<file path="src/rtl/rtc_pkg.sv">
package rtc_pkg;
  localparam int DATA_W     = 8;
  localparam int ADDR_W     = 5;
  localparam int NUM_FIELDS = 10;
  localparam int MASK_HI_W  = NUM_FIELDS - DATA_W;

  localparam int FLD_HSEC  = 0;
  localparam int FLD_SEC   = 1;
  localparam int FLD_MIN   = 2;
  localparam int FLD_HOUR  = 3;
  localparam int FLD_DOW   = 4;
  localparam int FLD_DOM   = 5;
  localparam int FLD_DOYLO = 6;
  localparam int FLD_DOYHI = 7;
  localparam int FLD_MONTH = 8;
  localparam int FLD_YEAR  = 9;

  localparam logic [ADDR_W-1:0] ADDR_MODE    = 5'h0A;
  localparam logic [ADDR_W-1:0] CMP_BASE     = 5'h10;
  localparam logic [ADDR_W-1:0] ADDR_MASK_LO = 5'h1E;
  localparam logic [ADDR_W-1:0] ADDR_MASK_HI = 5'h1F;

  typedef struct packed {
    logic [NUM_FIELDS-1:0] fieldWr;
    logic [NUM_FIELDS-1:0] cmpWr;
    logic                  modeWr;
    logic                  maskLoWr;
    logic                  maskHiWr;
    logic                  advance;
  } rtcStrobe_t;

  // two-digit BCD increment, 99 wraps to 00
  function automatic logic [7:0] bcdInc(input logic [7:0] v);
    logic [7:0] r;
    if (v[3:0] == 4'd9) begin
      if (v[7:4] == 4'd9) r = 8'h00;
      else                r = {4'(v[7:4] + 4'd1), 4'd0};
    end else begin
      r = {v[7:4], 4'(v[3:0] + 4'd1)};
    end
    return r;
  endfunction

  // BCD year divisible by four
  function automatic logic isLeap(input logic [7:0] y);
    logic r;
    if (y[4] == 1'b0) r = (y[3:0] == 4'd0) || (y[3:0] == 4'd4) || (y[3:0] == 4'd8);
    else              r = (y[3:0] == 4'd2) || (y[3:0] == 4'd6);
    return r;
  endfunction
endpackage

</file>
<file path="src/rtl/rtc_ctrl.sv">
module rtc_ctrl
  import rtc_pkg::*;
(
  input  logic              tick,
  input  logic              wrEn,
  input  logic [ADDR_W-1:0] addr,
  output rtcStrobe_t        strobe
);
  always_comb begin
    strobe = '0;
    for (int i = 0; i < NUM_FIELDS; i++) begin
      strobe.fieldWr[i] = wrEn && (addr == ADDR_W'(i));
      strobe.cmpWr[i]   = wrEn && (addr == CMP_BASE + ADDR_W'(i));
    end
    strobe.modeWr   = wrEn && (addr == ADDR_MODE);
    strobe.maskLoWr = wrEn && (addr == ADDR_MASK_LO);
    strobe.maskHiWr = wrEn && (addr == ADDR_MASK_HI);
    // a time-field write takes precedence over a tick
    strobe.advance  = tick && !(|strobe.fieldWr);
  end
endmodule

</file>
<file path="src/rtl/rtc_datapath.sv">
module rtc_datapath
  import rtc_pkg::*;
(
  input  logic                              clk,
  input  logic                              rstN,
  input  rtcStrobe_t                        strobe,
  input  logic [DATA_W-1:0]                 wrData,
  output logic                              mode12,
  output logic [NUM_FIELDS-1:0][DATA_W-1:0] fieldVal
);
  logic [7:0] hsec, sec, minute, dom, doyLo, month, year;
  logic [5:0] hour;
  logic       pm;
  logic [3:0] dow, doyHi;

  logic       hsecWrap, secWrap, minWrap, dayEnd, dayCarry;
  logic       leapNow, domWrap, monthWrap, doyWrap;
  logic [5:0] hourNext;
  logic       pmNext;
  logic [7:0] hourInc, monthLen;
  logic [11:0] doyNext, doyLast;

  always_comb begin
    hsecWrap = (hsec == 8'h99);
    secWrap  = hsecWrap && (sec == 8'h59);
    minWrap  = secWrap && (minute == 8'h59);
    hourInc  = bcdInc({2'b00, hour});
    hourNext = hourInc[5:0];
    pmNext   = pm;
    dayEnd   = 1'b0;
    if (mode12) begin
      if (hour == 6'h11) begin
        hourNext = 6'h12;
        pmNext   = ~pm;
        dayEnd   = pm;
      end else if (hour == 6'h12) begin
        hourNext = 6'h01;
      end
    end else if (hour == 6'h23) begin
      hourNext = 6'h00;
      dayEnd   = 1'b1;
    end
    dayCarry = minWrap && dayEnd;

    leapNow = isLeap(year);
    case (month)
      8'h02:                      monthLen = leapNow ? 8'h29 : 8'h28;
      8'h04, 8'h06, 8'h09, 8'h11: monthLen = 8'h30;
      default:                    monthLen = 8'h31;
    endcase
    domWrap   = (dom == monthLen);
    monthWrap = (month == 8'h12);

    doyLast = leapNow ? 12'h366 : 12'h365;
    doyWrap = ({doyHi, doyLo} == doyLast);
    if (doyWrap)              doyNext = 12'h001;
    else if (doyLo == 8'h99)  doyNext = {4'(doyHi + 4'd1), 8'h00};
    else                      doyNext = {doyHi, bcdInc(doyLo)};
  end

  always_ff @(posedge clk) begin
    if (!rstN) begin
      hsec <= 8'h00; sec <= 8'h00; minute <= 8'h00;
      hour <= 6'h00; pm <= 1'b0; mode12 <= 1'b0;
      dow <= 4'd1; dom <= 8'h01; doyLo <= 8'h01; doyHi <= 4'd0;
      month <= 8'h01; year <= 8'h00;
    end else begin
      if (strobe.modeWr) mode12 <= wrData[0];
      if (|strobe.fieldWr) begin
        hsec <= strobe.fieldWr[FLD_HSEC] ? wrData : 8'h00;
        if (strobe.fieldWr[FLD_SEC])   sec    <= wrData;
        if (strobe.fieldWr[FLD_MIN])   minute <= wrData;
        if (strobe.fieldWr[FLD_HOUR]) begin
          hour <= wrData[5:0];
          pm   <= wrData[7];
        end
        if (strobe.fieldWr[FLD_DOW])   dow    <= wrData[3:0];
        if (strobe.fieldWr[FLD_DOM])   dom    <= wrData;
        if (strobe.fieldWr[FLD_DOYLO]) doyLo  <= wrData;
        if (strobe.fieldWr[FLD_DOYHI]) doyHi  <= wrData[3:0];
        if (strobe.fieldWr[FLD_MONTH]) month  <= wrData;
        if (strobe.fieldWr[FLD_YEAR])  year   <= wrData;
      end else if (strobe.advance) begin
        hsec <= bcdInc(hsec);
        if (hsecWrap) sec    <= (sec == 8'h59) ? 8'h00 : bcdInc(sec);
        if (secWrap)  minute <= (minute == 8'h59) ? 8'h00 : bcdInc(minute);
        if (minWrap) begin
          hour <= hourNext;
          pm   <= pmNext;
        end
        if (dayCarry) begin
          dow   <= (dow == 4'd7) ? 4'd1 : 4'(dow + 4'd1);
          dom   <= domWrap ? 8'h01 : bcdInc(dom);
          doyLo <= doyNext[7:0];
          doyHi <= doyNext[11:8];
          if (domWrap) begin
            month <= monthWrap ? 8'h01 : bcdInc(month);
            if (monthWrap) year <= bcdInc(year);
          end
        end
      end
    end
  end

  always_comb begin
    fieldVal            = '0;
    fieldVal[FLD_HSEC]  = hsec;
    fieldVal[FLD_SEC]   = sec;
    fieldVal[FLD_MIN]   = minute;
    fieldVal[FLD_HOUR]  = {pm & mode12, 1'b0, hour};
    fieldVal[FLD_DOW]   = {4'd0, dow};
    fieldVal[FLD_DOM]   = dom;
    fieldVal[FLD_DOYLO] = doyLo;
    fieldVal[FLD_DOYHI] = {4'd0, doyHi};
    fieldVal[FLD_MONTH] = month;
    fieldVal[FLD_YEAR]  = year;
  end
endmodule

</file>
<file path="src/rtl/rtc_alarm.sv">
module rtc_alarm
  import rtc_pkg::*;
(
  input  logic                              clk,
  input  logic                              rstN,
  input  rtcStrobe_t                        strobe,
  input  logic [DATA_W-1:0]                 wrData,
  input  logic [ADDR_W-1:0]                 addr,
  input  logic [NUM_FIELDS-1:0][DATA_W-1:0] fieldVal,
  output logic [DATA_W-1:0]                 cmpRd,
  output logic [NUM_FIELDS-1:0]             maskVal,
  output logic                              alarm
);
  logic [NUM_FIELDS-1:0][DATA_W-1:0] cmpReg;
  logic [NUM_FIELDS-1:0]             fieldHit;

  always_ff @(posedge clk) begin
    if (!rstN) begin
      cmpReg  <= '0;
      maskVal <= '0;
    end else begin
      for (int i = 0; i < NUM_FIELDS; i++)
        if (strobe.cmpWr[i]) cmpReg[i] <= wrData;
      if (strobe.maskLoWr) maskVal[DATA_W-1:0]          <= wrData;
      if (strobe.maskHiWr) maskVal[NUM_FIELDS-1:DATA_W] <= wrData[MASK_HI_W-1:0];
    end
  end

  for (genvar g = 0; g < NUM_FIELDS; g++) begin : gHit
    assign fieldHit[g] = !maskVal[g] || (cmpReg[g] == fieldVal[g]);
  end

  assign alarm = (|maskVal) && (&fieldHit);

  always_comb begin
    cmpRd = '0;
    if (addr == ADDR_MASK_LO) cmpRd = maskVal[DATA_W-1:0];
    if (addr == ADDR_MASK_HI) cmpRd = {{(DATA_W-MASK_HI_W){1'b0}}, maskVal[NUM_FIELDS-1:DATA_W]};
    for (int i = 0; i < NUM_FIELDS; i++)
      if (addr == CMP_BASE + ADDR_W'(i)) cmpRd = cmpReg[i];
  end
endmodule

</file>
<file path="src/rtl/bcd_rtc_calendar.sv">
module bcd_rtc_calendar
  import rtc_pkg::*;
(
  input  logic              clk,
  input  logic              rstN,
  input  logic              tick,
  input  logic              wrEn,
  input  logic [ADDR_W-1:0] addr,
  input  logic [DATA_W-1:0] wrData,
  output logic [DATA_W-1:0] rdData,
  output logic              alarm
);
  rtcStrobe_t                        strobe;
  logic [NUM_FIELDS-1:0][DATA_W-1:0] fieldVal;
  logic [NUM_FIELDS-1:0]             maskVal;
  logic [DATA_W-1:0]                 cmpRd;
  logic                              mode12;

  rtc_ctrl i_ctrl (.tick(tick), .wrEn(wrEn), .addr(addr), .strobe(strobe));

  rtc_datapath i_dp (
    .clk(clk), .rstN(rstN), .strobe(strobe), .wrData(wrData),
    .mode12(mode12), .fieldVal(fieldVal)
  );

  rtc_alarm i_alarm (
    .clk(clk), .rstN(rstN), .strobe(strobe), .wrData(wrData), .addr(addr),
    .fieldVal(fieldVal), .cmpRd(cmpRd), .maskVal(maskVal), .alarm(alarm)
  );

  always_comb begin
    rdData = cmpRd;
    if (addr == ADDR_MODE) rdData = {{(DATA_W-1){1'b0}}, mode12};
    for (int i = 0; i < NUM_FIELDS; i++)
      if (addr == ADDR_W'(i)) rdData = fieldVal[i];
  end
endmodule

</file>
<file path="config.mk">
export PLATFORM = sky130hd
export DESIGN_NAME = bcd_rtc_calendar
export DESIGN_NICKNAME = d
export VERILOG_FILES = /design/src/rtl/rtc_pkg.sv /design/src/rtl/rtc_ctrl.sv /design/src/rtl/rtc_datapath.sv /design/src/rtl/rtc_alarm.sv /design/src/rtl/bcd_rtc_calendar.sv
export SDC_FILE = /design/constraint.sdc
export NUM_CORES = 1
export LEC_CHECK = 0
export BUFFER_PORTS_ARGS = -buffer_cell sky130_fd_sc_hd__buf_2
export CORE_UTILIZATION = 31
export CTS_CLUSTER_SIZE = 16
export DETAILED_ROUTE_END_ITERATION = 12
export PLACE_DENSITY_LB_ADDON = 0.25
export SETUP_SLACK_MARGIN = 0.05
export SLEW_MARGIN = 40
export SYNTH_ARGS = -nofsm -noshare
export SYNTH_HDL_FRONTEND = slang
export SYNTH_HIERARCHICAL = 1
export SYNTH_SLANG_ARGS = --single-unit
</file>
<file path="constraint.sdc">
create_clock -name clk -period 8.05 [get_ports clk]
set_input_delay 1.61 -clock clk [delete_from_list [all_inputs] [get_ports clk]]
set_output_delay 1.61 -clock clk [all_outputs]
set_load 0.005 [all_outputs]
</file>
==> results.toml <==
[run_status]
outcome = "finished clean"

[worst_setup_path]
cp_top_family = "compound AO/OA/AOI/OAI gates"
timing.rr.end = "i_dp/year[2]$_SDFFE_PN0P_"
path_buf_inv = 3
cp_slowest_cell = "buf_2"
r2r_slack_ns = 4.66
reg2reg_depth = 8
critPathKind = "in -> out"
critPathCaptureType = "output port"
cp_max_fo = 43
crit_start = "addr[1]"
path_cells = "buf_2 > buf_4 > nor2b_2 > nand2_1 > a31oi_1 > a222oi_1 > o2bb2ai_1 > o21ai_0 > a221o_1 > a31oi_1 > buf_2"
critPathMaxStageDelay_ns = 0.63
worstPathRequired_ns = 6.44
crit_arrival_ns = 4.73
startpoint_type = "primary input"
cp.depth = 11
endpoint = "rdData[0]"
r2r-start = "i_dp/hour[4]$_SDFFE_PN0P_"

[floorplanning]
start_util_pct = 31.7
num_rows = 70
fp.coreArea_mm2 = 0.0368
ios = 26
die-area_mm2 = 0.0384
fp.dieW_um = 196
die_h_um = 196

[yosys]
syn_area_per_cell_um2 = 8.04
synth_area_mm2 = 0.0117
synth_flop_cell = "dfxtp_1"
synth-edff-count = 0
yosys_warnings = 6
yosysSeqAreaShare_pct = 27.8
syn_inst = 1451
yosysUniqueCellTypes = 100
ys_seq_elements = 162
async_flop_share_pct = 0

[final_layout]
diodes = 0
area_delta_synth_final_pct = 8.37
postLayoutCellArea_mm2 = 0.0126
final_net_count = 1457
layout_common_cells = "dfxtp_1 (162), mux2i_1 (116), o21ai_0 (110), nor2b_1 (107), nand2_1 (107)"
layout_commonest_cell = "dfxtp_1"
drive_gt1_share_pct = 8.60

[power_and_ir_drop]
totalPowerFinal_mw = 1.91
p_leak_nw = 4.02
power.density_mw_per_mm2 = 151
irDropWorstVdd_uv = 132

[sta]
finalCritPeriodShare_pct = 78.7
layout_min_cycle_time_ns = 6.34
tightest_slew_ns = 0.855
tns_ns = 0
rsz0062_at_grt = "false"
setup_viol = 0
max_freq_mhz = 158
hold_violations = 0
fin_worst_skew_ns = 0.0114
drv_slew = 0
slew_headroom_pct = 43.0
hold-worst-slack_ns = 0.528

[routing]
wl_per_cell_um = 24.1
ant_nets = 0
via_count = 11199
first_pass_iters = 6
drc_errors = 0
routed_via_density = 5.90
drt-total-wl_mm = 45.8
dr.first_iter.drc_count = 1163

[place]
dp_hpwl_mm = 33.4
place_area_mm2 = 0.0120
port_buffers = 25
gp_congestion = 0.962

[cts]
clkLatencyLatePin_ns = 0.46
clockRootBuffer = "clkbuf_16"
clock_sinks = 162
clkTransAtPathRegs_ns = 0.06
holdBufCountCts = 0
htree_levels = 4
post-cts-setup-buffer-count = 0
numCtsBuffers = 17
tritoncts = "yes"
cts_resized = 0
clock_path_buffers = 2

[hold_path]
hold_path.class = "reg -> reg"

[grt]
grt_pass1_vias = 10231
grt_pass1_wl_mm = 68.3
antenna_found_initial = 1
grt-ovfl-total = 0
grt_max_degree = 82
grt_usage_pct = 23.8

[job]
timing.max_cap.violations = 0
-- worst min-delay path by stage --
stage	start	end	slack (ns)	cells past startpoint
3_3_place_gp	i_dp/pm$_SDFFE_PN0P_	i_dp/pm$_SDFFE_PN0P_	0.49	2
6_report	i_dp/pm$_SDFFE_PN0P_	i_dp/pm$_SDFFE_PN0P_	0.53	2
4_1_cts	i_dp/pm$_SDFFE_PN0P_	i_dp/pm$_SDFFE_PN0P_	0.52	2
2_1_floorplan	i_dp/pm$_SDFFE_PN0P_	i_dp/pm$_SDFFE_PN0P_	0.48	2
5_1_grt	i_dp/pm$_SDFFE_PN0P_	i_dp/pm$_SDFFE_PN0P_	0.54	2
3_5_place_dp	i_dp/pm$_SDFFE_PN0P_	i_dp/pm$_SDFFE_PN0P_	0.51	2
-- metal layers --
metal	part of all wire (%)	track usage [%]	vias up	wire length (um)
met1	46	32.7	5563	21100
met5	0	0	-	0
met2	47	38.6	404	21300
met3	5.6	3.68	46	2580
met4	1.7	6.37	0	771
li1	-	-	5186	-
-- tightest hold or removal path, stage by stage, from the launching register on --
cell     delay (ns)
dfxtp_1        0.33
o21ai_0        0.08
a21oi_1        0.06
-- cells by family (layout without fill, tap and decap cells) --
family / after synthesis / in the layout / synth area share [%]
AOI/OAI and AO/OA: 373 / 373 / 21.1
xor gates and xnor gates: 84 / 84 / 6.31
adders and majority gates: 22 / 22 / 2.36
buffers and inverters: 133 / 104 / 5.50
DFF: 162 / 162 / 27.8
muxes: 122 / 122 / 10.9
other: 1 / 9 / 0.0322
and+or+nand+nor: 554 / 554 / 26.0
-- layout make-up --
class | count | area, um^2
fill | 3885 | 24100
multi-input combinational | 1164 | 7860
sequential | 162 | 3240
tap | 468 | 586
clock buffer | 19 | 443
timing repair buffer | 35 | 205
clock inverter | 12 | 159
inverter | 38 | 143
-- synth_stat cells, types with 11 or more instances --
master	count	share of area, %
inv_1	37	1.2
nand2_1	107	3.4
nand4_1	32	1.7
a211oi_1	16	1.0
clkbuf_1	58	1.9
nand2b_1	23	1.2
ha_1	22	2.4
o22ai_1	22	1.2
xnor2_1	73	5.5
a221oi_1	12	0.90
o21ai_0	110	4.7
nor2_1	107	3.4
nor3_1	29	1.2
buf_6	11	1.1
buf_4	12	0.77
mux2i_1	116	10
o31ai_1	13	0.84
o211ai_1	12	0.77
nand3b_1	12	0.77
nor2b_1	107	5.7
a21oi_1	79	3.4
and2_1	11	0.59
buf_2	12	0.51
nand3_1	28	1.2
dfxtp_1	162	28
xor2_1	11	0.83
-- stage by stage --
step                instances  setup slack (ns)  utilization (%)
finish                   1898              1.71             34.4
global route             1898              1.57             34.4
CTS                      1898              1.79             34.3
detailed placement       1867              1.81             32.7
global placement         1867              1.87             32.6
floorplan                1459              3.24                -
-- power breakdown --
part | total (mW) | switching (mW) | internal, mW
clock | 0.863 | 0.367 | 0.496
sequential | 0.823 | 0.0154 | 0.808
combinational | 0.227 | 0.153 | 0.0740
total | 1.91 | 0.536 | 1.38
-- registers in the layout (all words and copies together) (netlist names), 4 cells and up --
signal	flops
i_dp/year	8
i_dp/dom	8
i_dp/minute	8
i_dp/doyHi	4
i_alarm/cmpReg	80
i_dp/sec	8
i_dp/hsec	8
i_dp/hour	6
i_dp/doyLo	8
i_alarm/maskVal	10
i_dp/month	8
i_dp/dow	4
No activity file was read; power rests on OpenSTA's default activity.
